--- src/rtl/spe_ctl_pkg.sv ---
package spe_ctl_pkg;
  localparam int ADDR_W = 8;
  localparam int DATA_W = 32;
  localparam int IRQ_N  = 4;

  localparam logic [ADDR_W-1:0] OFS_IDENT = 8'h00;
  localparam logic [ADDR_W-1:0] OFS_HOLD  = 8'h40;
  localparam logic [ADDR_W-1:0] OFS_MASK  = 8'h80;
  localparam logic [ADDR_W-1:0] OFS_PEND  = 8'h84;
  localparam logic [ADDR_W-1:0] OFS_RAW   = 8'h88;
  localparam logic [ADDR_W-1:0] OFS_SYNC  = 8'hC0;
  localparam logic [ADDR_W-1:0] OFS_CROOM = 8'hD0;
  localparam logic [ADDR_W-1:0] OFS_TROOM = 8'hD4;
  localparam logic [ADDR_W-1:0] OFS_RFILL = 8'hD8;

  localparam int IB_CMD_LOW  = 0;
  localparam int IB_SDO_LOW  = 1;
  localparam int IB_SDI_HIGH = 2;
  localparam int IB_SYNC     = 3;

  localparam logic [7:0] IDENT_MAJOR = 8'h01;
endpackage

--- src/rtl/spe_lvl_cmp.sv ---
module spe_lvl_cmp #(
  parameter int W     = 5,
  parameter int TH    = 4,
  parameter bit ABOVE = 1'b0
) (
  input  logic [W-1:0] occ,
  output logic         hit
);
  localparam logic [W-1:0] TH_W = W'(TH);

  generate
    if (ABOVE) begin : g_high
      assign hit = (occ >= TH_W);
    end else begin : g_low
      assign hit = (occ <= TH_W);
    end
  endgenerate
endmodule

--- src/rtl/spe_irq_ctl.sv ---
module spe_irq_ctl #(
  parameter int N = 4
) (
  input  logic         clk,
  input  logic         rst_n,
  input  logic         mask_we,
  input  logic         pend_we,
  input  logic [N-1:0] wbits,
  input  logic [N-1:0] set_vec,
  output logic [N-1:0] pend_q,
  output logic [N-1:0] mask_q,
  output logic         irq
);
  logic [N-1:0] pend_d;
  logic [N-1:0] clr_vec;
  logic         pend_en;

  always_comb begin
    clr_vec = pend_we ? wbits : '0;
    pend_d  = (pend_q & ~clr_vec) | set_vec;
    pend_en = pend_we | (|set_vec);
  end

  always_ff @(posedge clk or negedge rst_n) begin
    if (!rst_n)       pend_q <= '0;
    else if (pend_en) pend_q <= pend_d;
  end

  always_ff @(posedge clk or negedge rst_n) begin
    if (!rst_n)       mask_q <= '0;
    else if (mask_we) mask_q <= wbits;
  end

  assign irq = |(pend_q & mask_q);
endmodule

--- src/rtl/spe_rd_mux.sv ---
module spe_rd_mux
  import spe_ctl_pkg::*;
#(
  parameter int         CW        = 5,
  parameter int         TW        = 5,
  parameter int         RW        = 5,
  parameter int         CMD_DEPTH = 16,
  parameter int         SDO_DEPTH = 16,
  parameter logic [7:0] VER_MINOR = 8'h00,
  parameter logic [7:0] VER_PATCH = 8'h61
) (
  input  logic [ADDR_W-1:0] addr,
  input  logic              hold_q,
  input  logic [IRQ_N-1:0]  mask_q,
  input  logic [IRQ_N-1:0]  pend_q,
  input  logic [IRQ_N-1:0]  raw_vec,
  input  logic [7:0]        sync_q,
  input  logic [CW-1:0]     cmd_occ,
  input  logic [TW-1:0]     sdo_occ,
  input  logic [RW-1:0]     sdi_occ,
  output logic [DATA_W-1:0] rdata
);
  localparam logic [CW-1:0] CDEP = CW'(CMD_DEPTH);
  localparam logic [TW-1:0] TDEP = TW'(SDO_DEPTH);

  logic [CW-1:0] croom;
  logic [TW-1:0] troom;

  assign croom = CDEP - cmd_occ;
  assign troom = TDEP - sdo_occ;

  always_comb begin
    rdata = '0;
    unique case (addr)
      OFS_IDENT: rdata = {8'h00, IDENT_MAJOR, VER_MINOR, VER_PATCH};
      OFS_HOLD:  rdata = DATA_W'(hold_q);
      OFS_MASK:  rdata = DATA_W'(mask_q);
      OFS_PEND:  rdata = DATA_W'(pend_q);
      OFS_RAW:   rdata = DATA_W'(raw_vec);
      OFS_SYNC:  rdata = DATA_W'(sync_q);
      OFS_CROOM: rdata = DATA_W'(croom);
      OFS_TROOM: rdata = DATA_W'(troom);
      OFS_RFILL: rdata = DATA_W'(sdi_occ);
      default:   rdata = '0;
    endcase
  end
endmodule

--- src/rtl/spe_ctl_regs.sv ---
module spe_ctl_regs
  import spe_ctl_pkg::*;
#(
  parameter int         CMD_DEPTH   = 16,
  parameter int         SDO_DEPTH   = 16,
  parameter int         SDI_DEPTH   = 16,
  parameter int         CMD_LOW_TH  = 4,
  parameter int         SDO_LOW_TH  = 4,
  parameter int         SDI_HIGH_TH = 12,
  parameter logic [7:0] VER_MINOR   = 8'h00,
  parameter logic [7:0] VER_PATCH   = 8'h61,
  localparam int        CW = $clog2(CMD_DEPTH + 1),
  localparam int        TW = $clog2(SDO_DEPTH + 1),
  localparam int        RW = $clog2(SDI_DEPTH + 1)
) (
  input  logic              clk,
  input  logic              rst_n,
  input  logic              reg_we,
  input  logic [ADDR_W-1:0] reg_addr,
  input  logic [DATA_W-1:0] reg_wdata,
  output logic [DATA_W-1:0] reg_rdata,
  input  logic [CW-1:0]     cmd_occ,
  input  logic [TW-1:0]     sdo_occ,
  input  logic [RW-1:0]     sdi_occ,
  input  logic              sync_stb,
  input  logic [7:0]        sync_id,
  output logic              core_rst,
  output logic              irq
);
  // reset synchroniser: asynchronous assert, synchronous release
  logic [1:0] rsync_q;
  logic       rst_s_n;

  always_ff @(posedge clk or negedge rst_n) begin
    if (!rst_n) rsync_q <= 2'b00;
    else        rsync_q <= {rsync_q[0], 1'b1};
  end
  assign rst_s_n = rsync_q[1];

  // write decode
  logic we_hold, we_mask, we_pend;
  assign we_hold = reg_we && (reg_addr == OFS_HOLD);
  assign we_mask = reg_we && (reg_addr == OFS_MASK);
  assign we_pend = reg_we && (reg_addr == OFS_PEND);

  // raw interrupt conditions
  logic [IRQ_N-1:0] raw_vec;

  spe_lvl_cmp #(.W(CW), .TH(CMD_LOW_TH), .ABOVE(1'b0)) u_cmd_low (
    .occ(cmd_occ), .hit(raw_vec[IB_CMD_LOW])
  );
  spe_lvl_cmp #(.W(TW), .TH(SDO_LOW_TH), .ABOVE(1'b0)) u_sdo_low (
    .occ(sdo_occ), .hit(raw_vec[IB_SDO_LOW])
  );
  spe_lvl_cmp #(.W(RW), .TH(SDI_HIGH_TH), .ABOVE(1'b1)) u_sdi_high (
    .occ(sdi_occ), .hit(raw_vec[IB_SDI_HIGH])
  );
  assign raw_vec[IB_SYNC] = sync_stb;

  // pending / mask / interrupt
  logic [IRQ_N-1:0] pend_q;
  logic [IRQ_N-1:0] mask_q;

  spe_irq_ctl #(.N(IRQ_N)) u_irq (
    .clk     (clk),
    .rst_n   (rst_s_n),
    .mask_we (we_mask),
    .pend_we (we_pend),
    .wbits   (reg_wdata[IRQ_N-1:0]),
    .set_vec (raw_vec),
    .pend_q  (pend_q),
    .mask_q  (mask_q),
    .irq     (irq)
  );

  // core hold register
  logic hold_q, hold_d;
  always_comb hold_d = reg_wdata[0];

  always_ff @(posedge clk or negedge rst_s_n) begin
    if (!rst_s_n)     hold_q <= 1'b1;
    else if (we_hold) hold_q <= hold_d;
  end
  assign core_rst = hold_q;

  // sync identifier capture
  logic [7:0] sync_q, sync_d;
  always_comb sync_d = sync_id;

  always_ff @(posedge clk or negedge rst_s_n) begin
    if (!rst_s_n)      sync_q <= 8'h00;
    else if (sync_stb) sync_q <= sync_d;
  end

  spe_rd_mux #(
    .CW(CW), .TW(TW), .RW(RW),
    .CMD_DEPTH(CMD_DEPTH), .SDO_DEPTH(SDO_DEPTH),
    .VER_MINOR(VER_MINOR), .VER_PATCH(VER_PATCH)
  ) u_rd (
    .addr    (reg_addr),
    .hold_q  (hold_q),
    .mask_q  (mask_q),
    .pend_q  (pend_q),
    .raw_vec (raw_vec),
    .sync_q  (sync_q),
    .cmd_occ (cmd_occ),
    .sdo_occ (sdo_occ),
    .sdi_occ (sdi_occ),
    .rdata   (reg_rdata)
  );
endmodule

--- config.mk ---
export PLATFORM = sky130hd
export DESIGN_NAME = spe_ctl_regs
export DESIGN_NICKNAME = d
export VERILOG_FILES = /design/src/rtl/spe_ctl_pkg.sv /design/src/rtl/spe_lvl_cmp.sv /design/src/rtl/spe_irq_ctl.sv /design/src/rtl/spe_rd_mux.sv /design/src/rtl/spe_ctl_regs.sv
export SDC_FILE = /design/constraint.sdc
export NUM_CORES = 1
export LEC_CHECK = 0
export BUFFER_PORTS_ARGS = -buffer_cell sky130_fd_sc_hd__buf_4
export CORE_MARGIN = 2
export CORE_UTILIZATION = 40
export CTS_CLUSTER_SIZE = 20
export DETAILED_ROUTE_END_ITERATION = 7
export PLACE_DENSITY = 0.78
export SYNTH_ARGS = -nofsm -noshare
export SYNTH_HDL_FRONTEND = slang
export SYNTH_HIERARCHICAL = 1
export SYNTH_SLANG_ARGS = --single-unit
--- constraint.sdc ---
create_clock -name clk -period 3.73 [get_ports clk]
set_clock_uncertainty 0.05 [all_clocks]
set_input_delay 0.9325 -clock clk [delete_from_list [all_inputs] [get_ports clk]]
set_output_delay 0.9325 -clock clk [all_outputs]
set_load 0.01 [all_outputs]
### Word-level counts from Yosys, hierarchy flattened

Cells that the tools add are included.

* $add $sub $neg: 2
* eq/ne operators: 8
* $lt $le $gt $ge: 3
* multiplexer cells: 2
* reductions and logical operators: 6
* bitwise gates (word level): 5

Operator list (number)
* $pmux W17 S9: 1
* $eq A8 B8 Y1 const B: 7
* $le A5 B3 Y1 const B: 2
* $sub A5 B5 Y5 const A: 2
* $and A4 B4 Y4: 2
* $eq A8 B7 Y1 const B: 1
* $logic_not A8 Y1: 1
* $reduce_or A4 Y1: 2
* $ge A5 B4 Y1 const B: 1
* $mux W4: 1
* $not A4 Y4: 1
* $or A4 B4 Y4: 1
* $logic_and A1 B1 Y1: 3
* $or A1 B1 Y1: 1

* input port bits: 67
* word-level logic and storage cells: 31
* flip-flop bits (word level): 19

### Depth between registers and ports, before layout

* word-level depth: 6
* depth in mapped cells: 10
* depth with buffers taken out: 9

### By module

The synthesis kept the hierarchy.

Modules (own cells, without submodules)
* spe_rd_mux: area each 648.1 um^2, cells an instance 94, times used 1
* spe_ctl_regs: area each 444.2 um^2, cells an instance 30, times used 1
* spe_irq_ctl: area each 309.0 um^2, cells an instance 23, times used 1
* spe_lvl_cmp (u_cmd_low ...): area each 17.5 um^2, cells an instance 2, times used 2
* spe_lvl_cmp (u_sdi_high): area each 7.5 um^2, cells an instance 1, times used 1

### Worst setup path before layout

Ideal clock, no wire load.

* kind: in2out
* from: input reg_addr[3]
* to: output reg_rdata[4]
* data required time: 2.748 ns
* arrival: 2.775 ns
* buffers on the path: 0
* stages on the path: 9
* slack: -0.028 ns
* cell sequence: nor3_1 -> nand4_1 -> mux2i_1 -> ha_1 -> nor3b_1 -> xnor2_1 -> mux2i_1 -> a22oi_1 -> o21ai_0

* cells in the longest elaborated chain, start to end: 2
* elaborated cells on any way between the ends: 10

RTL lines
* start: declaration: line spe_ctl_regs.sv:19 `input logic [ADDR_W-1:0] reg_addr,`
* $eq A8 B8 Y1, or another cell as far along: line spe_rd_mux.sv:34 `unique case (addr)`
* $pmux W17 S9 *: line spe_rd_mux.sv:34
* end: declaration: line spe_ctl_regs.sv:21 `output logic [DATA_W-1:0] reg_rdata,`

Every way passes the cells marked *; elsewhere a longest branch is shown, timed or not.

### Worst setup path after layout

* from: input reg_addr[0]
* to: output reg_rdata[4]

Same word-level chain as after synthesis.

==> results.txt <==
initial antenna violation count: 0
crit path DAT: 2.73 ns
final WL: 3.438 mm
Initial Util: 42.60%
syn avg cell area: 9.499 um2
Syn Std Cell Area: 1444 um2
Die Y: 64.08 um
fin crit period: 3.710 ns
DR vias: 1283
top_reg_cell synth: dfrtp_1
largest cells by area after synthesis: dfrtp_1 (31%), buf_4 (13%), mux2_2 (9.4%)
CP Class: input pin to output pin
max_cap viols: 0
Core Util, Final: 56.52%
diode count: 0
Sw Share: 27.96%
Wirelength per Cell: 13.33 um
core area: 3390 um2
Total GRT Usage: 16.83%
Die X-Extent: 64.08 um
crit end category: output pin
first-pass iteration count of the detailed router: 4
Seq cells post-synth: 19
Sw Pwr: 0.0001271 W
Synth Instances: 152
yosys warns: 6
crit-path max FO: 3
fmax: 269.6 MHz
root buf cell: clkbuf_4
Seq/Total Area, Yosys: 33.02%
sequential share of power: 50.3%
EDFF count, synth: 0
post-synthesis cell type count: 40
CP Data Required Time: 2.75 ns
Hold Fails Final Rpt: 0
asr flop ratio synth: 100.0%
VDD IR max: 282.2 uV
Leak: 0.9059 nW
I/O Buffers: 49
slowest stage delay, CP: 0.24 ns
Pwr Density: 237.3 nW/um2
TritonCTS clock tree: yes
CTS max path bufs: 2
commonest cells after routing, fill and taps aside: buf_4 (59), conb_1 (24), dfrtp_1 (18)
most common cell after layout, fill and taps aside: buf_4
Int Pwr: 0.0003275 W
fraction of layout cells with a size suffix above 1: 41.04%
Crit path buffers/inverters: 2
Area Growth Syn to Fin: 32.67%
CP delay by family, top: simple AND/OR/NAND/NOR gates
Yosys top cell by area: dfrtp_1
routed vias/inst: 4.973
hold buffers post-CTS: 0
gr ovfl total: 0
H-tree lvl count: 1
DRC viols: 0
Critical-path top delay cell: mux2i_1
Clock Power Share: 22.1%
Num CTS Buffers: 3
actual slew at the worst max-slew pin: 0.6824 ns
status: finished clean
final setup vio count: 0
vias in the first global route: 1220
fin crit share: 99.45%
design area: 1916 um2
Synth top area share: 31.20%
final hold slack: 0.2382 ns
CP most frequent cell: mux2i_1
Slew HR: 54.51%
clock sink count: 19
first-pass GRT wire length: 5.513 mm
filler cell count: 321
placed cell area: 1851 um2
1st-iter DRT viols: 65
site row count: 21
global placer's final weighted congestion: 0.8969
combinational share of power: 27.6%
antenna-violating nets left: 0
Nets: 281
postcts setup bufs: 0
clock transition at the registers of the reported paths: 0.10 ns
final slew viol count: 0
die area: 4106 um2
clk_lat worst skew: 0.29 ns
CP Launch Type: input pin
largest net degree at the start of global routing: 18
Final Non-Filler Cells: 258
critical-path cell list: buf_8 -> nor3_4 -> nand4_1 -> mux2i_1 -> ha_2 -> nor3b_4 -> xnor2_1 -> mux2i_1 -> a22oi_1 -> o21ai_1 -> buf_4
RSZ-0062 raised after global routing: true
Placed Instances: 254
worst hold path class: register to asynchronous set/reset pin
post-DP HPWL: 2.801 mm
Top Ports: 101
-- final cells by class --
| type | instances | area, um2 | area share [%] |
|---|---|---|---|
| Clock buffer | 4 | 26.28 | 1.372 |
| Tap cell | 46 | 57.56 | 3.005 |
| Inverter | 3 | 11.26 | 0.5879 |
| Timing Repair Buffer | 61 | 469.2 | 24.49 |
| Sequential cell | 19 | 476.7 | 24.89 |
| Multi-Input combinational cell | 125 | 874.6 | 45.66 |
-- synth_stat cells, types with 2 or more instances --
library cell	number
nand3_1	5
o21a_1	2
xor2_1	2
and3_1	2
a32oi_1	2
a21o_1	5
a22oi_1	7
nor3_2	2
nor3_1	4
xnor2_1	3
nor2_1	10
nor3b_1	2
mux2_1	5
o21ai_0	2
nand2_1	11
conb_1	2
mux2_2	12
a21oi_1	3
inv_1	3
buf_4	25
dfrtp_1	18
nand4_1	2
nor2b_1	2
mux2i_1	5
-- path summary, 6_finish.rpt --
kind / cells past startpoint / start / end / slack [ns]
hold reg to reg: 0 / rsync_q[1] / sync_q[1] / 0.24
setup / recovery: 11 / reg_addr[0] / reg_rdata[4] / 0.02
setup reg to reg: 1 / u_irq/mask_q[1] / u_irq/mask_q[1] / 2.88
hold / removal: 0 / rsync_q[1] / sync_q[1] / 0.24
min in group clk: 0 / rsync_q[0] / rsync_q[1] / 0.31
max in group asynchronous: 0 / rsync_q[1] / u_irq/pend_q[0] / 2.96
-- cells by family after synthesis --
| logic type | Yosys count | synth area share, % |
|---|---|---|
| fa+ha+maj | 1 | 0.8664 |
| xor+xnor | 5 | 3.033 |
| flops | 19 | 33.02 |
| buf+inv | 30 | 14.38 |
| simple gates | 47 | 18.72 |
| mux | 22 | 16.72 |
| other cells | 2 | 0.5201 |
| compound gates | 26 | 12.74 |
-- flip-flops by register name, indices dropped and copies added (netlist names) --
name          cells
sync_q            8
u_irq/mask_q      4
rsync_q           2
u_irq/pend_q      4
core_rst          1
-- through the flow --
step / power (W) / setup slack (ns) / setup TNS (ns)
2_1_floorplan: 0.0003074 / 0.1245 / 0
3_3_place_gp: 0.0003507 / -0.1040 / -0.1040
3_5_place_dp: 0.0003533 / -0.1097 / -0.1097
4_1_cts: 0.0004554 / 0.01416 / 0
5_1_grt: 0.0004867 / -0.1231 / -0.1231
6_report: 0.0004545 / 0.02047 / 0
-- metal layers --
metal	global-route usage, %	share of wire [%]	vias up
met2	27.34	49	69
met5	0	0	-
met3	4.049	8.5	2
li1	-	-	619
met4	2.446	0.35	0
met1	23.15	42	593
-- power groups by stage --
| stage | Sequential (W) | Combinational (W) | Clock (W) |
|---|---|---|---|
| 4_1_cts | 0.000229 | 0.000122 | 0.000105 |
| 6_report | 0.000229 | 0.000126 | 0.000100 |
| 3_5_place_dp | 0.000233 | 0.000120 | 0 |
| 5_1_grt | 0.000231 | 0.000137 | 0.000118 |
| 3_3_place_gp | 0.000232 | 0.000119 | 0 |
| 2_1_floorplan | 0.000230 | 0.0000774 | 0 |
-- what timing repair did --
action	in CTS	in global routing
endpoints found under the setup margin	1	1
cloned	0	0
pin swaps	1	6
resized for setup	3	7
No activity file was read; power rests on OpenSTA's default activity.
